## src/rtl/phyb_pkg.sv

```systemverilog
package phyb_pkg;
    localparam int WORD_W    = 32;
    localparam int FIELD_W   = 8;
    localparam int ADDR_LSB  = 0;
    localparam int WDAT_LSB  = 8;
    localparam int RDAT_LSB  = 16;
    localparam int WSTB_BIT  = 24;
    localparam int RSTB_BIT  = 25;
    localparam int ACK_BIT   = 26;
    localparam int NUM_SLOTS = 14;
    localparam int SLOT_IW   = $clog2(NUM_SLOTS);

    typedef enum logic {REQ_IDLE, REQ_BUSY} req_state_e;

    // Implemented entries: input delays 0x00..0x08, DLL delays 0x0B..0x0D
    function automatic logic slot_impl(input logic [FIELD_W-1:0] a);
        return (a <= 8'd8) || ((a >= 8'd11) && (a <= 8'd13));
    endfunction
endpackage

```

## src/rtl/phyb_ctrl.sv

```systemverilog
module phyb_ctrl
    import phyb_pkg::*;
(
    input  logic               clk,
    input  logic               rst_n,
    input  logic               host_we,
    input  logic [WORD_W-1:0]  host_wdata,
    output logic [FIELD_W-1:0] addr_q,
    output logic [FIELD_W-1:0] wdata_q,
    output logic               wr_stb_q,
    output logic               rd_stb_q,
    output logic               stb_any_d,
    output logic               launch_wr,
    output logic               launch_rd
);
    typedef struct packed {
        logic [FIELD_W-1:0] addr;
        logic [FIELD_W-1:0] wdata;
        logic               wr_stb;
        logic               rd_stb;
    } ctrl_s;

    ctrl_s cur_q, nxt_d;
    logic  rise_wr, rise_rd;
    logic  unused_bits;

    assign unused_bits = ^{host_wdata[WORD_W-1:ACK_BIT], host_wdata[RDAT_LSB +: FIELD_W]};

    always_comb begin
        nxt_d   = cur_q;
        rise_wr = 1'b0;
        rise_rd = 1'b0;
        if (host_we) begin
            nxt_d.addr   = host_wdata[ADDR_LSB +: FIELD_W];
            nxt_d.wdata  = host_wdata[WDAT_LSB +: FIELD_W];
            nxt_d.wr_stb = host_wdata[WSTB_BIT];
            nxt_d.rd_stb = host_wdata[RSTB_BIT];
            rise_wr      = host_wdata[WSTB_BIT] & ~cur_q.wr_stb;
            rise_rd      = host_wdata[RSTB_BIT] & ~cur_q.rd_stb;
        end
        launch_wr = rise_wr & ~rise_rd;
        launch_rd = rise_rd & ~rise_wr;
        stb_any_d = nxt_d.wr_stb | nxt_d.rd_stb;
    end

    always_ff @(posedge clk or negedge rst_n) begin
        if (!rst_n) cur_q <= '0;
        else        cur_q <= nxt_d;
    end

    assign addr_q   = cur_q.addr;
    assign wdata_q  = cur_q.wdata;
    assign wr_stb_q = cur_q.wr_stb;
    assign rd_stb_q = cur_q.rd_stb;
endmodule

```

## src/rtl/phyb_req.sv

```systemverilog
module phyb_req
    import phyb_pkg::*;
(
    input  logic               clk,
    input  logic               rst_n,
    input  logic               launch_wr,
    input  logic               launch_rd,
    input  logic [FIELD_W-1:0] snap_addr,
    input  logic [FIELD_W-1:0] snap_wdata,
    input  logic               stb_any_d,
    input  logic               phy_ack,
    input  logic [FIELD_W-1:0] phy_rdata,
    output logic               phy_req,
    output logic [FIELD_W-1:0] req_addr,
    output logic [FIELD_W-1:0] req_wdata,
    output logic               req_rd,
    output logic               ack_flag,
    output logic [FIELD_W-1:0] rd_data
);
    typedef struct packed {
        req_state_e         state;
        logic [FIELD_W-1:0] addr;
        logic [FIELD_W-1:0] wdata;
        logic               rd;
        logic               ack;
        logic [FIELD_W-1:0] rdata;
    } req_s;

    req_s cur_q, nxt_d;

    always_comb begin
        nxt_d = cur_q;
        unique case (cur_q.state)
            REQ_IDLE: begin
                if (launch_wr || launch_rd) begin
                    nxt_d.state = REQ_BUSY;
                    nxt_d.addr  = snap_addr;
                    nxt_d.wdata = snap_wdata;
                    nxt_d.rd    = launch_rd;
                    nxt_d.ack   = 1'b0;
                end
            end
            REQ_BUSY: begin
                if (phy_ack) begin
                    nxt_d.state = REQ_IDLE;
                    if (cur_q.rd) nxt_d.rdata = phy_rdata;
                    nxt_d.ack = 1'b1;
                end
            end
            default: nxt_d.state = REQ_IDLE;
        endcase
        if (!stb_any_d) nxt_d.ack = 1'b0;
    end

    always_ff @(posedge clk or negedge rst_n) begin
        if (!rst_n) cur_q <= '0;
        else        cur_q <= nxt_d;
    end

    assign phy_req   = (cur_q.state == REQ_BUSY);
    assign req_addr  = cur_q.addr;
    assign req_wdata = cur_q.wdata;
    assign req_rd    = cur_q.rd;
    assign ack_flag  = cur_q.ack;
    assign rd_data   = cur_q.rdata;
endmodule

```

## src/rtl/phyb_phy_model.sv

```systemverilog
module phyb_phy_model
    import phyb_pkg::*;
#(
    parameter int ACK_DELAY = 3
) (
    input  logic                         clk,
    input  logic                         rst_n,
    input  logic                         req,
    input  logic [FIELD_W-1:0]           addr,
    input  logic [FIELD_W-1:0]           wdata,
    input  logic                         rd,
    output logic                         ack,
    output logic [FIELD_W-1:0]           rdata,
    output logic [NUM_SLOTS*FIELD_W-1:0] taps
);
    localparam int CW = $clog2(ACK_DELAY + 1);

    typedef struct packed {
        logic [CW-1:0]                         cnt;
        logic                                  ack;
        logic [FIELD_W-1:0]                    rdata;
        logic [NUM_SLOTS-1:0][FIELD_W-1:0]     slots;
    } phy_s;

    phy_s cur_q, nxt_d;
    logic [SLOT_IW-1:0] idx;

    assign idx = addr[SLOT_IW-1:0];

    always_comb begin
        nxt_d     = cur_q;
        nxt_d.ack = 1'b0;
        if (req && !cur_q.ack) begin
            if (cur_q.cnt == CW'(ACK_DELAY - 1)) begin
                nxt_d.cnt = '0;
                nxt_d.ack = 1'b1;
                if (rd) begin
                    nxt_d.rdata = slot_impl(addr) ? cur_q.slots[idx] : '0;
                end else if (slot_impl(addr)) begin
                    nxt_d.slots[idx] = wdata;
                end
            end else begin
                nxt_d.cnt = cur_q.cnt + CW'(1);
            end
        end
    end

    always_ff @(posedge clk or negedge rst_n) begin
        if (!rst_n) cur_q <= '0;
        else        cur_q <= nxt_d;
    end

    assign ack   = cur_q.ack;
    assign rdata = cur_q.rdata;

    for (genvar g = 0; g < NUM_SLOTS; g++) begin : g_tap
        if (slot_impl(FIELD_W'(g))) begin : g_live
            assign taps[g*FIELD_W +: FIELD_W] = cur_q.slots[g];
        end else begin : g_hole
            assign taps[g*FIELD_W +: FIELD_W] = '0;
        end
    end
endmodule

```

## src/rtl/phy_regbridge.sv

```systemverilog
module phy_regbridge
    import phyb_pkg::*;
#(
    parameter int ACK_DELAY = 3,
    parameter int ACK_BOUND = 16
) (
    input  logic                         clk,
    input  logic                         rst_n,
    input  logic                         host_we,
    input  logic [31:0]                  host_wdata,
    output logic [31:0]                  host_rdata,
    output logic [NUM_SLOTS*8-1:0]       dly_taps
);
    logic [FIELD_W-1:0] addr_q, wdata_q, req_addr, req_wdata, rd_data, phy_rdata;
    logic               wr_stb_q, rd_stb_q, stb_any_d, launch_wr, launch_rd;
    logic               phy_req, phy_ack, req_rd, ack_flag;

    phyb_ctrl u_ctrl (
        .clk       (clk),
        .rst_n     (rst_n),
        .host_we   (host_we),
        .host_wdata(host_wdata),
        .addr_q    (addr_q),
        .wdata_q   (wdata_q),
        .wr_stb_q  (wr_stb_q),
        .rd_stb_q  (rd_stb_q),
        .stb_any_d (stb_any_d),
        .launch_wr (launch_wr),
        .launch_rd (launch_rd)
    );

    phyb_req u_req (
        .clk       (clk),
        .rst_n     (rst_n),
        .launch_wr (launch_wr),
        .launch_rd (launch_rd),
        .snap_addr (host_wdata[ADDR_LSB +: FIELD_W]),
        .snap_wdata(host_wdata[WDAT_LSB +: FIELD_W]),
        .stb_any_d (stb_any_d),
        .phy_ack   (phy_ack),
        .phy_rdata (phy_rdata),
        .phy_req   (phy_req),
        .req_addr  (req_addr),
        .req_wdata (req_wdata),
        .req_rd    (req_rd),
        .ack_flag  (ack_flag),
        .rd_data   (rd_data)
    );

    phyb_phy_model #(.ACK_DELAY(ACK_DELAY)) u_phy (
        .clk  (clk),
        .rst_n(rst_n),
        .req  (phy_req),
        .addr (req_addr),
        .wdata(req_wdata),
        .rd   (req_rd),
        .ack  (phy_ack),
        .rdata(phy_rdata),
        .taps (dly_taps)
    );

    assign host_rdata = {5'd0, ack_flag, rd_stb_q, wr_stb_q, rd_data, wdata_q, addr_q};
endmodule

```

## config.mk

```make
export PLATFORM = sky130hd
export DESIGN_NAME = phy_regbridge
export DESIGN_NICKNAME = d
export VERILOG_FILES = /design/src/rtl/phyb_pkg.sv /design/src/rtl/phyb_ctrl.sv /design/src/rtl/phyb_req.sv /design/src/rtl/phyb_phy_model.sv /design/src/rtl/phy_regbridge.sv
export SDC_FILE = /design/constraint.sdc
export NUM_CORES = 1
export LEC_CHECK = 0
export BUFFER_PORTS_ARGS = -buffer_cell sky130_fd_sc_hd__buf_2
export CAP_MARGIN = 5
export CORE_MARGIN = 5
export CORE_UTILIZATION = 55
export DETAILED_ROUTE_END_ITERATION = 8
export PLACE_DENSITY = 0.92
export SYNTH_ARGS = -nofsm -noshare
export SYNTH_HDL_FRONTEND = slang
export SYNTH_SLANG_ARGS = --single-unit
```

## constraint.sdc

```tcl
create_clock -name clk -period 2.7 [get_ports clk]
set_clock_uncertainty 0.05 [all_clocks]
set_input_delay 0.135 -clock clk [delete_from_list [all_inputs] [get_ports clk]]
set_output_delay 0.135 -clock clk [all_outputs]
set_load 0.05 [all_outputs]
```

==> Word-level counts from Yosys, hierarchy flattened <==
Index checks and enable logic that the tools add are counted.
{ "totals": {"ff_bits": 168, "inputBits": 35, "wordCells": 80} }
{ "classes": {"n_addsub": 1, "magnitude_cmp": 5, "n_eq_ne": 3, "muxes": 22, "bitwise_logic": 11, "reduce_logical": 11} }
{ "op_table": {"columns": ["operator", "count"], "rows": [
  ["121-bit two-way mux", 2],
  ["112-bit two-way mux", 2],
  ["112-bit bitwise mux", 1],
  ["8-bit two-way mux", 5],
  ["8-bit binary-select mux with 4-bit select", 1],
  ["8-bit demux with 4-bit select", 1],
  ["19-bit two-way mux", 1],
  ["8-bit by 4-bit <= comparator with 1-bit output, second input constant", 2],
  ["9-bit two-way mux", 1],
  ["8-bit by 4-bit >= comparator with 1-bit output, second input constant", 1],
  ["1-bit inverter", 6],
  ["3-bit AND reduction", 2],
  ["4-bit by 5-bit less-than comparator with 1-bit output, second input constant", 1],
  ["1-bit AND", 4],
  ["4-bit by 1-bit >= comparator with 1-bit output, second input constant", 1],
  ["1-bit two-way mux", 4],
  ["2-bit two-way mux", 2],
  ["1-bit case mux with 2 select lines", 2],
  ["2-bit AND reduction", 2],
  ["4-bit AND reduction", 1],
  ["1-bit logical AND", 3],
  ["3-bit by 2-bit inequality test with 1-bit output, second input constant", 1],
  ["3-bit inequality test, second input constant", 1],
  ["2-bit by 1-bit adder with 2-bit output, second input constant", 1],
  ["4 further kinds", 5]
]} }

==> Depth between registers and ports, before layout <==
Gate-level depths: netlist of run 1.
{ "depth": {"ltp_word": 9, "ltp_mapped": 8} }

==> Cells and area by module <==
Synthesis of run 1 repeated with hierarchy kept, for this count alone.
{ "unflattened": {"cells_unflattened": 634, "area_unflattened_um2": 8433.1} }
{ "by_module_without_submodules": {"columns": ["module", "n_inst", "cells_per_inst", "area_per_inst_um2", "seq_area_each_um2"], "rows": [
  ["phyb_phy_model", 1, 519, 6581.3, 3078.0],
  ["phyb_req", 1, 61, 1072.3, 675.6],
  ["phyb_ctrl", 1, 45, 715.7, 450.4],
  ["phy_regbridge", 1, 9, 63.8, 0.0]
]} }

==> Least setup slack after synthesis of run 1 <==
OpenSTA, ideal clock, no wires.
{ "synth_path": {"kind": "in2reg", "startpoint": "input port host_we", "endpoint": "register u_req.cur_q, in the netlist u_req.req_addr[6]", "arrival_time_ns": 2.374, "slack_ns": 0.151, "path_stages": 7, "n_path_buf": 3, "cell_sequence": "clkbuf_1 -> clkbuf_1 -> nand3b_1 -> ha_1 -> nor2_1 -> clkbuf_1 -> mux2_2"} }
{ "synth_between": {"elab_chain_cells": 5} }
{ "synth_rtl": {"columns": ["element", "line", "source"], "rows": [
  ["from (decl)", "phy_regbridge.sv:9", "input logic host_we,"],
  ["1-bit two-way mux", "phyb_ctrl.sv:33", "if (host_we) begin"],
  ["1-bit inverter (on tied branches)", "phyb_ctrl.sv:41, phyb_ctrl.sv:42", null],
  ["1-bit AND (on tied branches)", "phyb_ctrl.sv:41, phyb_ctrl.sv:42", null],
  ["1-bit logical OR *", "phyb_req.sv:35", "if (launch_wr || launch_rd) begin"],
  ["2-bit AND reduction (no source line) *", null, null],
  ["to (signal assigned)", "phyb_req.sv:57", "else cur_q <= nxt_d;"],
  ["to (decl)", "phyb_req.sv:29", "req_s cur_q, nxt_d;"]
]} }
Every way passes the cells marked *; elsewhere a longest branch is shown, timed or not.
A chain may end at the register's enable or synchronous reset.

==> results of run 1 <==
[worst max-delay path, cell delays in order (launching register included)]
cell and delay [ns]:
dfrtp_1 0.39, or4_4 0.56, nor4_1 0.27, buf_4 0.18
nand3_1 0.45, mux2_2 0.48
[cell families (layout without fill, tap and decap cells)]
| family | after synthesis | after routing | share of synthesized area |
|---|---|---|---|
| buf+inv | 167 | 215 | 0.1350 |
| fa+ha+maj | 1 | 1 | 0.001552 |
| flops | 168 | 168 | 0.5216 |
| mux | 178 | 178 | 0.2726 |
| other cells | 1 | 21 | 0.0004652 |
| simple gates | 57 | 57 | 0.03896 |
| xor+xnor | 1 | 1 | 0.001087 |
| compound gates | 36 | 36 | 0.02872 |
[through the flow]
step / total power, mW / hold slack [ns] / std cells / setup WS, ns / cell area, um^2
after CTS: 8.888 / 0.1115 / 861 / 0.06330 / 8917
after floorplan: 5.972 / -0.2106 / 629 / 0.1508 / 8135
after detailed placement: 6.513 / 0.1425 / 810 / 0.1148 / 8159
final: 8.873 / 0.1338 / 861 / 0.1955 / 8921
after global placement: 6.377 / 0.1209 / 810 / 0.1567 / 8159
after global routing: 9.250 / 0.1252 / 861 / 0.1064 / 8921
[cell type report]
cell class                 instances  share of cell area
sequential                       168              0.4714
timing repair buffer             180              0.1188
multi-input combinational        294              0.3191
clock inverter                    15             0.01599
clock buffer                      17             0.04769
tap                              184             0.02581
inverter                           3            0.001262
[final timing paths]
kind / slack, ns / endpoint / cells after the start
min in group asynchronous: 0.23 / async pin / 2
hold / removal: 0.13 / u_ctrl.addr_q[4] / 2
setup reg to reg: 0.20 / flop / 5
hold reg to reg: 0.32 / flop / 0
max in group asynchronous: 1.40 / u_req.req_addr[1] / 3
setup / recovery: 0.20 / flop / 5
[power by group]
group	internal, mW	leakage (nW)	switching [mW]
registers	2.94	2.26	0.709
logic	0.994	2.14	1.88
clock network	1.29	0.275	1.06
total	5.22	4.67	3.65
[layer usage]
metal | part of all wire | GRT usage | up-vias
li1 | - | - | 2082
met1 | 0.40 | 0.3193 | 2486
met2 | 0.49 | 0.3695 | 212
met3 | 0.094 | 0.07010 | 30
met4 | 0.023 | 0.08046 | 0
met5 | 0 | 0 | -
[synth_stat cells (2+ instances only)]
| cell | n | area, um^2 |
|---|---|---|
| nor2b_1 | 2 | 12.51 |
| buf_4 | 120 | 900.9 |
| mux4_2 | 17 | 382.9 |
| nand3_1 | 3 | 15.01 |
| nand2_1 | 24 | 90.09 |
| mux2_4 | 8 | 120.1 |
| nor2_1 | 11 | 41.29 |
| o21ai_0 | 10 | 50.05 |
| o31ai_1 | 8 | 60.06 |
| clkbuf_1 | 36 | 135.1 |
| o22ai_1 | 15 | 93.84 |
| dfrtp_1 | 168 | 4204 |
| mux2_2 | 130 | 1464 |
| buf_1 | 4 | 15.01 |
| or2_2 | 2 | 12.51 |
| nor4_1 | 2 | 12.51 |
| nand2b_1 | 5 | 31.28 |
| buf_2 | 3 | 15.01 |
| mux2i_1 | 23 | 230.2 |
| inv_1 | 3 | 11.26 |
[repair_timing]
item                       CTS  global route
hold endpoints to repair   105             0
hold buffers                19             0
gates resized for setup      0             1
setup endpoints to repair    0             4
==> results.ini, run 1 <==
[run_status]
status = completed

[synth]
synthArstFlopShare = 1.000
synth_seq_cells = 168
synth.avg_cell_area_um2 = 13.24
synthDistinctLibCells = 35
ys.flop_type = dfrtp_1
syn_area_um2 = 8060
postSynthCellCount = 609
ys_warn_count = 0
synth-edff-count = 0
yosysSeqAreaShare = 0.5216

[setup_path]
r2r_start = u_req.req_addr[6]
required_ns = 2.96
cp-start-kind = flop
cp_max_fo = 8
worstSetupStartpoint = u_req.req_addr[6]
crit_arrival_ns = 2.76
path_class = flop to flop
cp-end-kind = flop

[layout]
final_cell_mix = dfrtp_1 (167), buf_2 (142), mux2_2 (130), nand2_1 (24), mux2i_1 (23)
fin_nets = 700
drive_above_1_share = 0.5258
num_antenna_cells = 0
syn2layout_area_growth_pct = 10.68
multi_input_area_um2 = 2846
final_util = 0.6161
mostFrequentLayoutCell = dfrtp_1
register_area_um2 = 4205
fillCellCount = 1075

[pwr]
powerDensity_nw_per_um2 = 994.6
p_leak_nw = 4.674
peakVddDrop_mv = 0.6808

[worst_hold_path]
hold_path_class = input port to flop
hp-start = host_we

[clock_tree]
clk_path_buf_depth = 2
cts_buffers = 17
htreeDepth = 4
clock_sinks = 168
cts_setup_buffers = 0
path_clk_slew_ns = 0.07
clk_latency_ns = 0.43
cts_tree = yes
root_buffer = clkbuf_16

[sta]
finalHoldViolations = 0
tns_ns = 0
tightest_slew_ns = 0.8106
drv_slew = 0
min_period_over_period = 0.9276
max_freq_ghz = 0.3993
final.min_clock_period_ns = 2.504
finalSetupViolCount = 0
slew_headroom = 0.4596
rsz0062_at_grt = no

[global_route]
antenna_found_initial = 0
grt_pass1_wl_um = 30070
grt_pass1_vias = 5176
grt-ovfl-total = 0
grt_use_total = 0.2365
grt_max_degree = 74

[floorplanning]
ios = 179
core_um2 = 14480
die_h_um = 131.1
rows = 44
start_util = 0.5567
dieArea_um2 = 17180
die_w_um = 131.1

[route]
drc = 0
vias = 4810
drt_pre_antenna_iters = 5
ant_nets = 0
vias_per_cell = 5.587
drtIter0Drc = 329
avgRoutedWirePerCell_um = 22.25
wirelength_um = 19160

[placement]
gp_congestion = 0.8569
numPortBuffers = 143
dp_hpwl_um = 13350

[flow_run]
maxCapViolCount = 0

No activity file was read; power rests on OpenSTA's default activity.
==> run 2: changes to the inputs <==
Settings changed: CELL_PAD_IN_SITES_DETAIL_PLACEMENT from default to 1, CELL_PAD_IN_SITES_GLOBAL_PLACEMENT from default to 1, CORE_UTILIZATION 55 to 44, PLACE_DENSITY 0.92 to 0.91.
==> run 2 against run 1 <==
  * Combinational power is 3% higher
  * Utilization is 12 points lower
  * Sequential cell count stayed put
  * Sequential power hardly changed
  * Maximum frequency is 3.6% lower
  * Clock-buffer cell count is 3 higher
  * Global-route usage is 3.2 points lower
  * Sequential share of layout area is 0.46 points lower
  * Total power is 3.1% higher
  * Worst hold slack better by 0.016 ns
  * Final area is 1.0% higher
  * Non-clock buffer count is 2 lower
  * Largest cell class unchanged
  * Highest routed layer unchanged
==> results.ini, run 2 (synthesis gave the netlist of run 1 again) <==
[pwr]
p_comb_frac = 0.326  ; +0.002
pwr-share-clk = 0.274  ; +0.010
powerDensity_nw_per_um2 = 1015  ; +2.1%
p_sw_mw = 3.691  ; +1.1%
finalPower_mw = 9.145  ; +3.1%
p_leak_nw = 4.683  ; +0.18%
power_frac_seq = 0.400  ; -0.011
peakVddDrop_mv = 0.4860  ; -29%
p_int_mw = 5.454  ; +4.5%
switching_share = 0.4036  ; -0.008019

[clock_tree]
cts_tree = yes
clk_latency_ns = 0.43  ; about the same
cts_setup_buffers = 0  ; unchanged
htreeDepth = 4  ; unchanged
clock_sinks = 168  ; unchanged
clk_path_buf_depth = 2  ; unchanged
cts_buffers = 17  ; unchanged
root_buffer = clkbuf_16
path_clk_slew_ns = 0.07  ; about the same

[setup_path]
critPathMaxStageDelay_ns = 0.74  ; +0.18 ns
crit_chain = or4_4, or3_1, or4_1, mux2_4
required_ns = 2.96  ; about the same
path_delay_family = simple AND/OR/NAND/NOR gates
cp_max_fo = 8  ; unchanged
cp-end-kind = flop
crit_buf_inv = 0  ; -1
slowest_stage = or4_1
crit_arrival_ns = 2.86  ; +0.10 ns
cp-start-kind = flop
path_class = flop to flop

[global_route]
grt_max_degree = 69  ; -6.8%
grt_use_total = 0.2050  ; -0.03157
grt-ovfl-total = 0  ; unchanged
grt_pass1_vias = 5348  ; +3.3%
grt_pass1_wl_um = 33380  ; +11%
antenna_found_initial = 0  ; unchanged

[layout]
final_cell_mix = dfrtp_1 (167), buf_2 (142), mux2_2 (130), nand2_1 (24), mux2i_1 (23)
num_antenna_cells = 0  ; unchanged
syn2layout_area_growth_pct = 11.78
mostFrequentLayoutCell = dfrtp_1
final_util = 0.4999  ; -0.1163
fin_nets = 698  ; -0.29%
drive_above_1_share = 0.5215  ; -0.004368

[route]
drtIter0Drc = 241  ; -27%
ant_nets = 0  ; unchanged
drt_pre_antenna_iters = 4  ; -1
vias_per_cell = 5.268  ; -5.7%
vias = 4762  ; -1.0%
avgRoutedWirePerCell_um = 23.94  ; +7.6%
wirelength_um = 21640  ; +13%
drc = 0  ; unchanged

[run_status]
status = completed

[sta]
max_freq_ghz = 0.3849  ; -3.6%
drv_slew = 0  ; unchanged
tightest_slew_ns = 0.6468  ; -0.1638 ns
finalSetupViolCount = 0  ; unchanged
final.min_clock_period_ns = 2.598  ; +0.09329 ns
min_period_over_period = 0.9621  ; +0.03455
tns_ns = 0  ; unchanged
rsz0062_at_grt = no
finalHoldViolations = 0  ; unchanged
slew_headroom = 0.5688  ; +0.1092

[floorplanning]
dieArea_um2 = 21130  ; +23%
ios = 179  ; unchanged
rows = 49  ; +11%
start_util = 0.4472  ; -0.1095
core_um2 = 18020  ; +24%
die_h_um = 145.3  ; +11%
die_w_um = 145.3  ; +11%

[placement]
numPortBuffers = 143  ; unchanged
dp_hpwl_um = 15120  ; +13%
gp_congestion = 0.8063  ; -5.9%

[flow_run]
maxCapViolCount = 0  ; unchanged

[worst_hold_path]
hold_path_class = input port to flop

-- run 2: cell count changes in the layout (fill, tap and decap cells not counted), moves of 2 or more --
cell       previous run  this run
buf_4                17        14
bufinv_16             1         3
clkbuf_8              0         2
clkinv_2              2         4
clkinv_4              5         2
inv_6                 5         0
-- run 2: power by group through the flow --
stage | registers (mW) | logic, mW | clock network (mW)
6_report | 3.66 | 2.98 | 2.50
5_1_grt | 3.73 | 3.12 | 2.65
4_1_cts | 3.65 | 2.99 | 2.54
3_5_place_dp | 3.69 | 2.94 | 0
3_3_place_gp | 3.62 | 2.85 | 0
2_1_floorplan | 3.32 | 2.65 | 0
-- run 2: path summary, 6_finish.rpt --
kind	from	endpoint	slack [ns]	depth (start not counted)
min in group asynchronous	rst_n	async pin	0.22	2
max	u_req.req_addr[6]	flop	0.10	4
min reg2reg	flop	flop	0.33	0
max in group asynchronous	rst_n	async pin	1.41	3
max reg2reg	u_req.req_addr[6]	flop	0.10	4
min	host_we	u_ctrl.addr_q[3]	0.15	2
-- run 2: final cells by class --
cell class | count | area [um^2]
clock buffer | 20 | 456.7
clock inverter | 12 | 150.1
fill | 1864 | 9015
inverter | 3 | 11.26
multi-input combinational | 294 | 2843
sequential | 168 | 4205
tap | 229 | 286.5
timing repair buffer | 178 | 1057
-- run 2: repair_timing --
item                                   4_1_cts  5_1_grt
hold buffers                                19        0
endpoints found under the hold margin      100        0
gates resized for setup                      0        0
-- run 2: routing by layer --
layer	part of all wire	GRT usage
met3	0.045	0.04578
met5	0	0
met2	0.51	0.3443
met1	0.42	0.2594
met4	0.020	0.07882
-- run 2: metrics by stage --
stage,setup slack (ns),instances,cell area (um^2),hold WS [ns]
after floorplan,0.1508,629,8135,-0.2106
after global placement,0.1563,853,8213,0.1170
after detailed placement,0.1219,853,8213,0.1301
after CTS,0.1027,904,9010,0.1231
after global routing,0.02340,904,9010,0.1493
final,0.1022,904,9010,0.1497
==> run 3: changes to the inputs <==
Settings changed: SETUP_SLACK_MARGIN from default to 0.3.
==> run 3 against run 2 <==
  * Combinational power grew 3%
  * Sequential share of layout area shrank 0.37 points
  * Worst setup slack gained 0.15 ns
  * First-iteration DRC count shrank 8.7%
  * Total power grew 1.4%
  * Worst hold slack lost 0.0015 ns
  * Utilization grew 0.40 points
  * Global-route usage grew 0.40 points
  * Die area is the same
  * Non-clock buffer count grew 1
  * Largest power group unchanged
  * Highest routed layer unchanged
==> results.ini, run 3 (synthesis gave the netlist of run 1 again) <==
[placement]
dp_hpwl_um = 15020  ; -0.69%
numPortBuffers = 143  ; unchanged
gp_congestion = 0.8204  ; +1.7%

[route]
vias_per_cell = 5.357  ; +1.7%
avgRoutedWirePerCell_um = 24.64  ; +2.9%
drt_pre_antenna_iters = 4  ; unchanged
drc = 0  ; unchanged
ant_nets = 0  ; unchanged
vias = 4843  ; +1.7%
drtIter0Drc = 220  ; -8.7%
wirelength_um = 22280  ; +2.9%

[setup_path]
cp_max_fo = 8  ; unchanged
required_ns = 2.96  ; about the same
r2r_cells = 4  ; unchanged
r2r_start = u_req.req_addr[6]
critPathMaxStageDelay_ns = 0.58  ; -0.16 ns
crit_arrival_ns = 2.71  ; -0.15 ns
cp-end-kind = flop
cp-start-kind = flop
slowest_stage = or4_4
path_common_cell = or4_4
path_class = flop to flop
r2r_slack_ns = 0.26  ; +0.15 ns
crit_chain = or4_4, or3_4, or4_4, mux2_4

[pwr]
p_sw_mw = 3.767  ; +2.1%
powerDensity_nw_per_um2 = 1021  ; +0.56%
pwr-share-clk = 0.276  ; +0.002
p_int_mw = 5.503  ; +0.90%
switching_share = 0.4064  ; +0.002786
peakVddDrop_mv = 0.4974  ; +2.4%
power_frac_seq = 0.392  ; -0.008
p_comb_frac = 0.332  ; +0.006
p_leak_nw = 4.699  ; +0.35%

[layout]
syn2layout_area_growth_pct = 12.68
drive_above_1_share = 0.5348  ; +0.01333
num_antenna_cells = 0  ; unchanged
fin_nets = 699  ; +0.14%
final_cell_mix = dfrtp_1 (167), buf_2 (142), mux2_2 (130), mux2i_1 (23), conb_1 (21)
mostFrequentLayoutCell = dfrtp_1

[clock_tree]
root_buffer = clkbuf_16
clk_path_buf_depth = 2  ; unchanged
clk_latency_ns = 0.43  ; about the same
cts_tree = yes
clock_sinks = 168  ; unchanged
cts_buffers = 17  ; unchanged
htreeDepth = 4  ; unchanged
path_clk_slew_ns = 0.07  ; about the same

[global_route]
antenna_found_initial = 0  ; unchanged
grt_use_total = 0.2090  ; +0.004034
grt_pass1_vias = 5532  ; +3.4%
grt-ovfl-total = 0  ; unchanged
grt_pass1_wl_um = 34300  ; +2.7%
grt_max_degree = 79  ; +14%

[worst_hold_path]
hp-start = host_we
whs_endpoint = u_ctrl.addr_q[1]
hold_depth = 2  ; unchanged
hold_path_class = input port to flop

[sta]
min_period_over_period = 0.9053  ; -0.05689
drv_slew = 0  ; unchanged
slew_headroom = 0.5138  ; -0.05503
finalHoldViolations = 0  ; unchanged
final.min_clock_period_ns = 2.444  ; -0.1536 ns
max_freq_ghz = 0.4091  ; +6.3%
tns_ns = 0  ; unchanged
holdWs_ns = 0.1482  ; -0.001489 ns
rsz0062_at_grt = yes
finalSetupViolCount = 0  ; unchanged
tightest_slew_ns = 0.7293  ; +0.08254 ns

[floorplanning]
start_util = 0.4472  ; unchanged
ios = 179  ; unchanged
core_um2 = 18020  ; unchanged
rows = 49  ; unchanged
die_h_um = 145.3  ; unchanged
dieArea_um2 = 21130  ; unchanged
die_w_um = 145.3  ; unchanged

[run_status]
status = completed

[flow_run]
maxCapViolCount = 0  ; unchanged

run 3: per-stage QoR:
step | std cells | cell area [um^2] | utilization | power [mW] | setup slack, ns
4_1_cts | 902 | 9055 | 0.5024 | 9.266 | 0.2422
3_5_place_dp | 851 | 8217 | 0.4559 | 6.633 | 0.1718
2_1_floorplan | 629 | 8153 | - | 5.977 | 0.2739
5_1_grt | 904 | 9082 | 0.5039 | 9.601 | 0.2413
6_report | 904 | 9082 | 0.5039 | 9.270 | 0.2558
3_3_place_gp | 851 | 8217 | 0.4559 | 6.473 | 0.2206
run 3: layer usage:
layer | track usage | vias to the layer above | wire [um]
met2 | 0.3538 | 160 | 11390
li1 | - | 2087 | -
met3 | 0.04360 | 38 | 976
met5 | 0 | - | 0
met4 | 0.08769 | 0 | 597
met1 | 0.2611 | 2558 | 9312
run 3: critical path: cells and delay by family (launching register included):
| family | cells | cell delay (ns) |
|---|---|---|
| simple gates | 3 | 1.53 |
| mux | 1 | 0.34 |
| flops | 1 | 0.40 |
run 3: what timing repair did:
item | 4_1_cts | 5_1_grt
gates cloned | 0 | 0
resized for setup | 6 | 4
buffers inserted | 1 | 2
setup endpoints to repair | 62 | 34
endpoints found under the hold margin | 110 | 0
hold buffers | 19 | 0
pin swaps | 4 | 2
run 3: cell type report:
cell class	instances	area, um^2
multi-input combinational	294	2874
clock buffer	21	470.5
inverter	3	11.26
timing repair buffer	179	1089
tap	229	286.5
clock inverter	10	146.4
sequential	168	4205
fill	1844	8942
run 3: worst max path at each step:
stage / start / endpoint / slack (ns) / depth (start not counted)
after floorplan: u_req.req_addr[5] / flop / 0.27 / 6
after global placement: u_req.req_addr[2] / flop / 0.22 / 5
after detailed placement: u_req.req_addr[2] / flop / 0.17 / 5
after CTS: u_req.req_addr[6] / flop / 0.24 / 4
after global routing: u_req.req_addr[6] / flop / 0.24 / 4
final: u_req.req_addr[6] / flop / 0.26 / 4
run 3: power by group through the flow:
stage	Combinational [mW]	Clock (mW)	Sequential, mW
final	3.08	2.56	3.64
after global routing	3.21	2.68	3.70
after CTS	3.07	2.58	3.62
after detailed placement	2.99	0	3.64
after global placement	2.91	0	3.56
after floorplan	2.66	0	3.32
